$ cat config.mk
export PLATFORM = sky130hd
export DESIGN_NAME = port_reset_sequencer
export DESIGN_NICKNAME = d
export VERILOG_FILES = /design/src/rtl/prs_pkg.sv /design/src/rtl/prs_strap_capture.sv /design/src/rtl/prs_auto_pulse.sv /design/src/rtl/prs_det_ctrl.sv /design/src/rtl/port_reset_sequencer.sv
export SDC_FILE = /design/constraint.sdc
export NUM_CORES = 1
export LEC_CHECK = 0
export BUFFER_PORTS_ARGS = -buffer_cell sky130_fd_sc_hd__buf_2
export CORE_MARGIN = 5
export CORE_UTILIZATION = 52
export DETAILED_ROUTE_END_ITERATION = 6
export PLACE_DENSITY = 0.8
export SLEW_MARGIN = 20
export SYNTH_ARGS = -nofsm -noshare
export SYNTH_HDL_FRONTEND = slang
export SYNTH_HIERARCHICAL = 1
export SYNTH_SLANG_ARGS = --single-unit
$ cat constraint.sdc
create_clock -name clk -period 2.88 [get_ports clk]
set_input_delay 0.144 -clock clk [delete_from_list [all_inputs] [get_ports clk]]
set_output_delay 0.144 -clock clk [all_outputs]
set_load 0.03 [all_outputs]
$ cat src/rtl/prs_pkg.sv
package prs_pkg;

    localparam int DET_W = 4;
    localparam logic [DET_W-1:0] DET_HOLD    = 4'd1;
    localparam logic [DET_W-1:0] DET_RELEASE = 4'd0;

    typedef struct packed {
        logic legacy;
        logic bus64;
        logic stat64;
    } strap_t;

    typedef struct packed {
        logic   valid;
        logic   launch;
        strap_t straps;
    } cap_state_t;

endpackage

$ cat src/rtl/prs_strap_capture.sv
module prs_strap_capture
    import prs_pkg::*;
(
    input  logic   clk,
    input  logic   rst_n,
    input  logic   mode_strap_i,
    input  logic   req64_n_i,
    input  logic   width_strap_i,
    output strap_t straps_o,
    output logic   valid_o,
    output logic   launch_o
);

    cap_state_t st_d, st_q;

    always_comb begin
        st_d        = st_q;
        st_d.launch = 1'b0;
        if (!st_q.valid) begin
            // first edge after release: the only moment the pins are looked at
            st_d.valid         = 1'b1;
            st_d.launch        = 1'b1;
            st_d.straps.legacy = mode_strap_i;
            st_d.straps.bus64  = ~req64_n_i;
            st_d.straps.stat64 = width_strap_i;
        end
    end

    always_ff @(posedge clk or negedge rst_n) begin
        if (!rst_n) begin
            st_q <= '0;
        end else begin
            st_q <= st_d;
        end
    end

    assign straps_o = st_q.straps;
    assign valid_o  = st_q.valid;
    assign launch_o = st_q.launch;

endmodule

$ cat src/rtl/prs_auto_pulse.sv
module prs_auto_pulse #(
    parameter int PULSE_LEN = 16
) (
    input  logic clk,
    input  logic rst_n,
    input  logic launch_i,
    input  logic legacy_i,
    output logic active_o
);

    localparam int CNT_W = $clog2(PULSE_LEN + 1);

    typedef struct packed {
        logic [CNT_W-1:0] remaining;
    } pulse_state_t;

    pulse_state_t ps_d, ps_q;

    always_comb begin
        ps_d = ps_q;
        if (launch_i && legacy_i) begin
            ps_d.remaining = CNT_W'(PULSE_LEN);
        end else if (ps_q.remaining != '0) begin
            ps_d.remaining = ps_q.remaining - 1'b1;
        end
    end

    always_ff @(posedge clk or negedge rst_n) begin
        if (!rst_n) begin
            ps_q <= '0;
        end else begin
            ps_q <= ps_d;
        end
    end

    assign active_o = (ps_q.remaining != '0);

endmodule

$ cat src/rtl/prs_det_ctrl.sv
module prs_det_ctrl
    import prs_pkg::*;
(
    input  logic             clk,
    input  logic             rst_n,
    input  logic             sel_i,
    input  logic [DET_W-1:0] det_i,
    output logic             hold_o
);

    typedef struct packed {
        logic hold;
    } det_state_t;

    det_state_t ds_d, ds_q;

    always_comb begin
        ds_d = ds_q;
        if (sel_i) begin
            if (det_i == DET_HOLD) begin
                ds_d.hold = 1'b1;
            end else if (det_i == DET_RELEASE) begin
                ds_d.hold = 1'b0;
            end
        end
    end

    always_ff @(posedge clk or negedge rst_n) begin
        if (!rst_n) begin
            ds_q <= '0;
        end else begin
            ds_q <= ds_d;
        end
    end

    assign hold_o = ds_q.hold;

endmodule

$ cat src/rtl/port_reset_sequencer.sv
module port_reset_sequencer
    import prs_pkg::*;
#(
    parameter int NUM_PORTS = 4,
    parameter int PULSE_LEN = 16,
    parameter int PORT_W    = (NUM_PORTS > 1) ? $clog2(NUM_PORTS) : 1
) (
    input  logic                 clk,
    input  logic                 rst_n,
    input  logic                 mode_strap_i,
    input  logic                 req64_n_i,
    input  logic                 width_strap_i,
    input  logic                 cfg_we_i,
    input  logic [PORT_W-1:0]    cfg_port_i,
    input  logic [DET_W-1:0]     cfg_det_i,
    output logic                 straps_valid_o,
    output logic                 legacy_mode_o,
    output logic                 bus64_o,
    output logic                 status_bus64_o,
    output logic [NUM_PORTS-1:0] comreset_o
);

    strap_t               straps;
    logic                 valid;
    logic                 launch;
    logic                 auto_active;
    logic [NUM_PORTS-1:0] sw_hold;

    prs_strap_capture u_cap (
        .clk          (clk),
        .rst_n        (rst_n),
        .mode_strap_i (mode_strap_i),
        .req64_n_i    (req64_n_i),
        .width_strap_i(width_strap_i),
        .straps_o     (straps),
        .valid_o      (valid),
        .launch_o     (launch)
    );

    prs_auto_pulse #(.PULSE_LEN(PULSE_LEN)) u_pulse (
        .clk     (clk),
        .rst_n   (rst_n),
        .launch_i(launch),
        .legacy_i(straps.legacy),
        .active_o(auto_active)
    );

    for (genvar p = 0; p < NUM_PORTS; p++) begin : g_port
        logic sel;
        assign sel = cfg_we_i && valid && (cfg_port_i == PORT_W'(p));

        prs_det_ctrl u_det (
            .clk   (clk),
            .rst_n (rst_n),
            .sel_i (sel),
            .det_i (cfg_det_i),
            .hold_o(sw_hold[p])
        );

        assign comreset_o[p] = auto_active | sw_hold[p];
    end

    assign straps_valid_o = valid;
    assign legacy_mode_o  = straps.legacy;
    assign bus64_o        = straps.bus64;
    assign status_bus64_o = straps.stat64;

endmodule

==> results of run 1 <==
cell usage in the layout, fill, tap and decap left out, types with 2 or more instances in the layout:
cell type and count:
buf_2 19, dfrtp_1 14, nor4b_2 4, mux2_1 4
inv_1 4, or2_1 3, clkbuf_4 3, nand2_1 3
and4b_2 2, mux2_2 2
through the flow:
step | total power [mW] | cell area, um2
after floorplan | 0.4468 | 699.4
after global placement | 0.5034 | 808.3
after detailed placement | 0.5103 | 808.3
after CTS | 0.6525 | 854.6
after global routing | 0.6930 | 854.6
final | 0.6455 | 854.6
kinds of logic after synthesis:
family	count (synthesis)
mux	6
other cells	1
buf+inv	5
xor+xnor	1
simple gates	22
fa+ha+maj	1
compound gates	6
flops	14
sequential cells by signal (all words and copies together), names as in the netlist:
name,count
u_cap/valid_o,1
u_pulse/ps_q,5
g_port.u_det/hold_o,4
u_cap/launch_o,1
u_cap/straps_o,3
metal layers:
layer / global-route usage / up-vias / part of all wire
li1: - / 249 / -
met1: 0.1902 / 238 / 0.48
met2: 0.1896 / 15 / 0.45
met3: 0.03516 / 2 / 0.054
met4: 0.08287 / 0 / 0.014
met5: 0 / - / 0
cell type report:
cell class / instances / area [um2]
fill: 104 / 430.4
multi-input combinational: 37 / 329.1
tap: 15 / 18.77
timing repair buffer: 20 / 105.1
sequential: 14 / 350.3
inverter: 4 / 15.01
clock buffer: 4 / 36.28
power breakdown:
part	total (mW)	internal [mW]	switching, mW
combinational	0.228	0.103	0.125
sequential	0.278	0.243	0.0350
clock	0.140	0.0769	0.0630
final timing paths:
check / from / to / slack, ns / depth (start not counted)
setup / recovery: u_pulse/ps_q[0] / comreset_o[2] / 0.69 / 5
max in group asynchronous: rst_n / u_cap/straps_o[1] / 2.37 / 2
hold reg to reg: g_port[0].u_det/hold_o / g_port[0].u_det/hold_o / 0.49 / 1
hold / removal: req64_n_i / u_cap/straps_o[1] / 0.06 / 2
min in group asynchronous: rst_n / u_cap/straps_o[2] / 0.27 / 2
setup reg to reg: u_pulse/ps_q[0] / u_pulse/ps_q[1] / 1.23 / 4
==> key figures, run 1 <==
Run status
  – Status: complete, no violations

GRT
  – Global-route usage over all layers: 0.1372
  – First-pass GRT wire length: just over 2 mm
  – Largest net degree at the start of global routing: 15
  – Initial antenna violation count: 0
  – Via count of the first global-routing pass: roughly 480
  – Remaining Overflow, GRT: 0

Clock network
  – CTS-repair resized insts: 0
  – CTS root buf: clkbuf_4
  – Post-CTS Setup Bufs: 0
  – H-tree depth: 1
  – Clock Pin Slew Worst Setup and Hold Paths: 0.09 ns
  – Cts hold-fix bufs: 1
  – Worst-skew pair later-pin latency: about 0.28 ns
  – Num CTS Buffers: 3
  – CTS sink count: 14
  – CTS tree: done
  – Clock Tree Buf Depth: 2

Worst setup path
  – Setup crit start kind: register
  – Buffers & Inverters on Critical Path: 2
  – Setup CP Type: reg2out
  – Worst Path Required: 2.74 ns
  – Worst path arrival time: between 2 and 2.5 ns
  – Critical-path top delay cell: or4b_1
  – CP max stage delay: roughly 0.6 ns
  – Cell Chain, Critical Path: inv_1, ha_1, or4b_1, or2_2, buf_2
  – CP Max Fanout: 8
  – Crit path capture type: output pin
  – Top delay family on crit path: simple AND/OR/NAND/NOR gates

Routing
  – DR WL/cell: between 10 and 15 um
  – Vias: 504
  – WL final: 1.206 mm
  – Routed Antenna Nets: 0
  – Violation count after the first detailed-route iteration: 12
  – Via density: ~5.4
  – TritonRoute pass-1 iters: 4
  – Residual DRC: 0

Floorplanning
  – Num rows: 13
  – Die Width: around 47 um
  – Overall die area: roughly 2200 um2
  – CORE AREA: 1285 um2
  – Initial Util: 0.5443
  – I/O pins: 20
  – Die Ht: around 47 um

Synthesis
  – Most common cell in the netlist: dfrtp_1
  – Synth top area cells: dfrtp_1, nor4b_2, mux2_1, and4b_2, mux2_2
  – Ys async rst share: 1.000
  – Yosys warning total: 6
  – Post-synthesis adder-cell area fraction: 0.01789
  – Share of the synthesized area in the top cell type: 0.5009
  – XOR/XNOR Fraction of Synth Area: 0.01252
  – Netlist Area Pre-Place: between 600 and 700 um2
  – Post-synth top area cell: dfrtp_1
  – Post-synth top cells: dfrtp_1, inv_1, mux2_1, nor4b_2
  – Synth cell types: 28
  – Cells after Synth: 56
  – Synth Area in Compound Gates: 0.06440
  – Mux cell area share after synthesis: 0.09660
  – Main combinational cell family by area after synthesis: simple AND/OR/NAND/NOR gates
  – Post-Synth Simple-Gate Area: 0.2737
  – Primary FF master, synth: dfrtp_1
  – Syn nets: between 60 and 70
  – Sequential fraction of the synthesis area: 0.5009
  – #FFs+latches synth: 14
  – Post-synth EDFFs: 0
  – Synth Area per Inst: 12.49 um2

Cells and area
  – Ant diodes: 0
  – Area delta synth->final: 22.18%
  – Fraction of layout cells with a size suffix above 1: 0.4430
  – Post-Layout Cell Count: 94
  – Layout Nets: 93
  – Final core utilization: 0.6650

STA
  – RSZ-0062 raised after global routing: false
  – Final setup vio count: 0
  – Clock skew: roughly 0.0052 ns
  – Final hold slack: about 0.058 ns
  – Final Max Tran Viols: 0
  – Fin worst setup slack: between 0.6 and 0.7 ns
  – Crit share post-route: 0.7620
  – Final Hold Fails: 0
  – Post-Route Setup TNS: 0 ns
  – Max Fclk: about 0.46 GHz
  – Period minus WS final: 2.195 ns

Power and ir drop
  – Pleak: between 0.3 and 0.4 nW
  – Worst vdd ir: a little over 0.5 mV
  – PwrDens: 755.3 nW/um2

Hold path
  – Min-delay worst type: in2reg

Place
  – Gpl congestion: about 0.69
  – Pre-CTS setup slack: a little under 1 ns
  – DP HPWL: a little under 1 mm
  – Placed insts: 89
  – # port buffers: 19

Job
  – Max-Cap Viols: 0
Power figures use the tool's default switching activity.
==> run 2: changes to the inputs <==
--- a/config.mk
+++ b/config.mk
@@ -7,9 +7,9 @@
 export LEC_CHECK = 0
 export BUFFER_PORTS_ARGS = -buffer_cell sky130_fd_sc_hd__buf_2
 export CORE_MARGIN = 5
-export CORE_UTILIZATION = 52
+export CORE_UTILIZATION = 44
 export DETAILED_ROUTE_END_ITERATION = 6
-export PLACE_DENSITY = 0.8
+export PLACE_DENSITY = 0.72
 export SLEW_MARGIN = 20
 export SYNTH_ARGS = -nofsm -noshare
 export SYNTH_HDL_FRONTEND = slang
==> constraint.sdc (replaced) <==
create_clock -name clk -period 2 [get_ports clk]
set_input_delay 0.1 -clock clk [delete_from_list [all_inputs] [get_ports clk]]
set_output_delay 0.1 -clock clk [all_outputs]
set_load 0.03 [all_outputs]
==> key figures, run 2 (synthesis results as in run 1) <==
Power and ir drop
  – Logic pwr share: 0.432
  – Clock share of power: 0.156
  – PwrDens: approximately 1100 nW/um2
  – Overall power: 0.9769 mW
  – Reg power frac: 0.413
  – Worst vdd ir: ~0.63 mV
  – Net Switching: between 0.3 and 0.4 mW
  – Switching fraction of total power: 0.3493
  – Pleak: just over 0.4 nW
  – Cell Int Power: between 0.6 and 0.7 mW

GRT
  – Global-route usage over all layers: 0.1262
  – Remaining Overflow, GRT: 0
  – Initial antenna violation count: 0
  – Via count of the first global-routing pass: 580
  – Largest net degree at the start of global routing: 15
  – First-pass GRT wire length: between 2 and 2.5 mm

Cells and area
  – Multi-input gate area: around 350 um2
  – Max reg flops: 5
  – Most frequent cells in the layout: buf_2, dfrtp_1, buf_4
  – Most common cell after layout, fill and taps aside: buf_2
  – Register with the most flip-flops: u_pulse/ps_q
  – Layout Nets: 97
  – Final core utilization: 0.5914
  – Fraction of layout cells with a size suffix above 1: 0.5122
  – Ant diodes: 0
  – Post-Layout Cell Count: 98
  – Fillers: 140
  – Area delta synth->final: 27.37%
  – Storage cell area: roughly 350 um2

Routing
  – TritonRoute pass-1 iters: 2
  – DR WL/cell: around 14 um
  – Vias: a little over 500
  – WL final: 1.372 mm
  – Via density: ~5.2
  – Routed Antenna Nets: 0
  – Violation count after the first detailed-route iteration: 8
  – Residual DRC: 0

Worst setup path
  – Reg2reg setup slack: slightly below 0.3 ns
  – CP max stage delay: approximately 0.48 ns
  – CP Max Fanout: 5
  – Worst Path Required: ~1.9 ns
  – Cell Chain, Critical Path: inv_2, ha_4, or4b_4, or2_2, buf_4
  – Critical-path top delay cell: or4b_4
  – Crit path capture type: output pin
  – Setup crit start kind: register
  – Setup CP Type: reg2out
  – Worst path arrival time: around 1.8 ns

STA
  – Final setup vio count: 0
  – Clock skew: 0.006239 ns
  – Final Max Tran Viols: 0
  – RSZ-0062 raised after global routing: false
  – Final hold slack: about 0.020 ns
  – Final Hold Fails: 0
  – Period minus WS final: roughly 1.9 ns
  – Post-Route Setup TNS: 0 ns
  – Crit share post-route: 0.9582
  – Max Fclk: ~0.52 GHz

Floorplanning
  – Overall die area: 2487 um2
  – Die Width: between 40 and 50 um
  – I/O pins: 20
  – CORE AREA: between 1500 and 2000 um2
  – Initial Util: 0.4643
  – Num rows: 14
  – Die Ht: roughly 50 um

Clock network
  – Clock Pin Slew Worst Setup and Hold Paths: around 0.070 ns
  – Num CTS Buffers: 3
  – CTS tree: done
  – H-tree depth: 1
  – CTS root buf: clkbuf_4
  – CTS sink count: 14
  – Worst-skew pair later-pin latency: approximately 0.28 ns
  – Clock Tree Buf Depth: 2

Place
  – Placed insts: 91
  – Gpl congestion: between 0.8 and 0.9
  – DP HPWL: 1.073 mm
  – # port buffers: 19

Job
  – Max-Cap Viols: 0

Hold path
  – Min-delay worst type: in2reg

Run status
  – Status: complete, no violations
-- run 2: final cells by class --
class / count / share of cell area
clock buffer: 3 / 0.02528
timing repair buffer: 24 / 0.1545
multi-input combinational: 37 / 0.3876
sequential: 14 / 0.3933
inverter: 4 / 0.01685
tap: 16 / 0.02247
-- run 2: repair_timing --
action,in CTS,in global routing
resized for setup,2,5
hold buffers,1,0
hold endpoints to repair,14,0
setup endpoints to repair,4,4
setup buffers,1,2
-- run 2: through the flow --
step | instance area [um2] | setup WS (ns)
floorplan | 699.4 | 0.3444
detailed placement | 817.0 | 0.2343
finish | 890.9 | 0.08358
CTS | 863.3 | 0.005148
global placement | 817.0 | 0.3074
global route | 890.9 | 0.002812
-- run 2: path summary, 6_finish.rpt --
kind / from / end / cells past startpoint
worst max register to register: u_pulse/ps_q[0] / u_pulse/ps_q[0] / 7
worst min-delay path: req64_n_i / u_cap/straps_o[1] / 2
worst max-delay path: u_pulse/ps_q[0] / comreset_o[2] / 5
min in group asynchronous: rst_n / u_pulse/ps_q[3] / 2
max in group asynchronous: rst_n / u_cap/valid_o / 2
worst min register to register: g_port[3].u_det/hold_o / g_port[3].u_det/hold_o / 1
-- run 2: metal layers --
layer	part of all wire	GRT usage	routed length [um]
met5	0	0	0
met3	0.082	0.06325	112
met4	0.0080	0.03930	11
met2	0.50	0.2225	685
met1	0.41	0.1273	563
-- run 2: power groups by stage --
stage | Combinational (mW) | Clock [mW] | Sequential (mW)
6_report | 0.422 | 0.152 | 0.403
3_3_place_gp | 0.335 | 0 | 0.402
4_1_cts | 0.376 | 0.161 | 0.399
5_1_grt | 0.469 | 0.176 | 0.410
2_1_floorplan | 0.238 | 0 | 0.405
3_5_place_dp | 0.344 | 0 | 0.407
-- run 2: critical path: cells and delay by family (launching register included) --
family,cells,cell delay [ns]
flip-flops,1,0.39
buffers and inverters,2,0.24
AND/OR/NAND/NOR,2,0.77
adder cells (fa/ha/maj),1,0.14
==> run 3: changes to the inputs <==
--- a/config.mk
+++ b/config.mk
@@ -6,9 +6,11 @@
 export NUM_CORES = 1
 export LEC_CHECK = 0
 export BUFFER_PORTS_ARGS = -buffer_cell sky130_fd_sc_hd__buf_2
+export CAP_MARGIN = 30
 export CORE_MARGIN = 5
 export CORE_UTILIZATION = 44
 export DETAILED_ROUTE_END_ITERATION = 6
+export MAX_ROUTING_LAYER = met4
 export PLACE_DENSITY = 0.72
 export SLEW_MARGIN = 20
 export SYNTH_ARGS = -nofsm -noshare
==> key figures, run 3 (synthesis results as in run 1) <==
STA
  – Crit share post-route: 0.9585
  – Post-Route Setup TNS: 0 ns
  – RSZ-0062 raised after global routing: false
  – Period minus WS final: 1.917 ns
  – Clock skew: between 0.006 and 0.007 ns
  – Max Fclk: between 0.5 and 0.6 GHz
  – Final Max Tran Viols: 0
  – Final Hold Fails: 0
  – Final setup vio count: 0

Worst setup path
  – Reg2Reg Depth: 7
  – Worst Path Required: ~1.9 ns
  – Crit path capture type: output pin
  – Worst r2r dst: u_pulse/ps_q[0]
  – Setup crit start kind: register
  – Reg2reg setup slack: slightly below 0.3 ns
  – CP Max Fanout: 5
  – Setup CP Type: reg2out
  – Worst path arrival time: about 1.8 ns
  – Worst reg2reg startpoint: u_pulse/ps_q[0]

Cells and area
  – Max reg flops: 5
  – Layout Nets: 97
  – Most common cell after layout, fill and taps aside: buf_2
  – Most frequent cells in the layout: buf_2, dfrtp_1, buf_4
  – Fraction of layout cells with a size suffix above 1: 0.5122
  – Area delta synth->final: 27.37%
  – Post-Layout Cell Count: roughly 100
  – Ant diodes: 0
  – Register with the most flip-flops: u_pulse/ps_q

Routing
  – WL met3: about 110 um
  – Routed Antenna Nets: 0
  – Residual DRC: 0
  – Top sig layer: met4
  – Violation count after the first detailed-route iteration: 7
  – Via density: approximately 5.2
  – DR WL/cell: about 14 um
  – WL final: 1.373 mm
  – TritonRoute pass-1 iters: 2
  – Routed length on met2: roughly 690 um
  – M1 wire length: roughly 560 um
  – Vias: around 500

Hold path
  – Hold path start: req64_n_i
  – Hold path cells: 2
  – Min-delay worst type: in2reg
  – Hold Path Sink: u_cap/straps_o[1]

Job
  – Max-Cap Viols: 0

GRT
  – First-pass GRT wire length: roughly 2.4 mm
  – Initial antenna violation count: 0
  – Global-route usage over all layers: 0.1295
  – Via count of the first global-routing pass: about 580
  – Remaining Overflow, GRT: 0
  – Largest net degree at the start of global routing: 15

Clock network
  – CTS root buf: clkbuf_4
  – Clock Tree Buf Depth: 2
  – Worst-skew pair later-pin latency: between 0.2 and 0.3 ns
  – Num CTS Buffers: 3
  – Clock Pin Slew Worst Setup and Hold Paths: about 0.07 ns
  – CTS tree: done
  – H-tree depth: 1
  – CTS sink count: 14

Place
  – DP HPWL: 1.073 mm
  – Gpl congestion: ~0.82
  – # port buffers: 19
  – Placed insts: around 90

Floorplanning
  – Die Width: about 50 um
  – Initial Util: 0.4643
  – I/O pins: 20
  – Overall die area: about 2500 um2
  – Die Ht: roughly 50 um
  – Num rows: 14
  – CORE AREA: 1506 um2

Power and ir drop
  – PwrDens: about 1100 nW/um2
  – Worst vdd ir: ~0.63 mV
  – Pleak: 0.4061 nW

Run status
  – Status: complete, no violations
## run 3: cell counts in the layout (fill, tap and decap cells not counted)
No cell type changed its count.
## run 3: where the power goes
part	leakage [nW]	switching, mW	internal (mW)
clock	0.0138	0.0824	0.0698
combinational	0.219	0.206	0.216
sequential	0.173	0.0532	0.350
total	0.406	0.341	0.636
## run 3: metrics by stage
stage | hold slack, ns | setup WS [ns] | power, mW | util | cell area [um2]
after CTS | 0.006483 | 0.005148 | 0.9366 | 0.5731 | 863.3
final | 0.01992 | 0.08297 | 0.9772 | 0.5914 | 890.9
after global routing | 0.02294 | 0.002811 | 1.055 | 0.5914 | 890.9
after detailed placement | 0.01189 | 0.2343 | 0.7510 | 0.5424 | 817.0
after global placement | 0.008862 | 0.3074 | 0.7367 | 0.5424 | 817.0
after floorplan | -0.1956 | 0.3444 | 0.6434 | - | 699.4
## run 3: worst max-delay path by stage
stage / start / endpoint / slack, ns / depth (start not counted)
final: u_pulse/ps_q[0] / comreset_o[2] / 0.08 / 5
after global routing: u_pulse/ps_q[0] / comreset_o[2] / 0.003 / 5
after CTS: u_pulse/ps_q[0] / comreset_o[2] / 0.005 / 5
after detailed placement: u_pulse/ps_q[0] / comreset_o[2] / 0.23 / 5
after global placement: u_pulse/ps_q[0] / comreset_o[2] / 0.31 / 5
after floorplan: u_pulse/ps_q[0] / comreset_o[2] / 0.34 / 5
## run 3: layer usage
metal,vias up,global-route usage
met1,240,0.1273
li1,255,-
met4,0,0.03930
met5,-,-
met3,2,0.06325
met2,15,0.2225
## run 3: worst max-delay path, stage by stage, from the launching register on
cell and delay, ns:
dfrtp_1 0.39, inv_2 0.07, ha_4 0.14, or4b_4 0.48, or2_2 0.29, buf_4 0.17
## run 3: repair_timing
item	CTS	global route
gates cloned	0	0
endpoints found under the hold margin	14	0
endpoints found under the setup margin	4	4
gates resized for setup	2	5
hold buffers	1	0
setup buffers	1	2
pin swaps	0	0
## run 3: area by class of cell
class / count / area, um2
clock buffers: 3 / 22.52
repair buffers: 24 / 137.6
well taps: 16 / 20.02
flip-flops and latches: 14 / 350.3
fillers: 140 / 615.6
multi-input cells: 37 / 345.3
inverters: 4 / 15.01
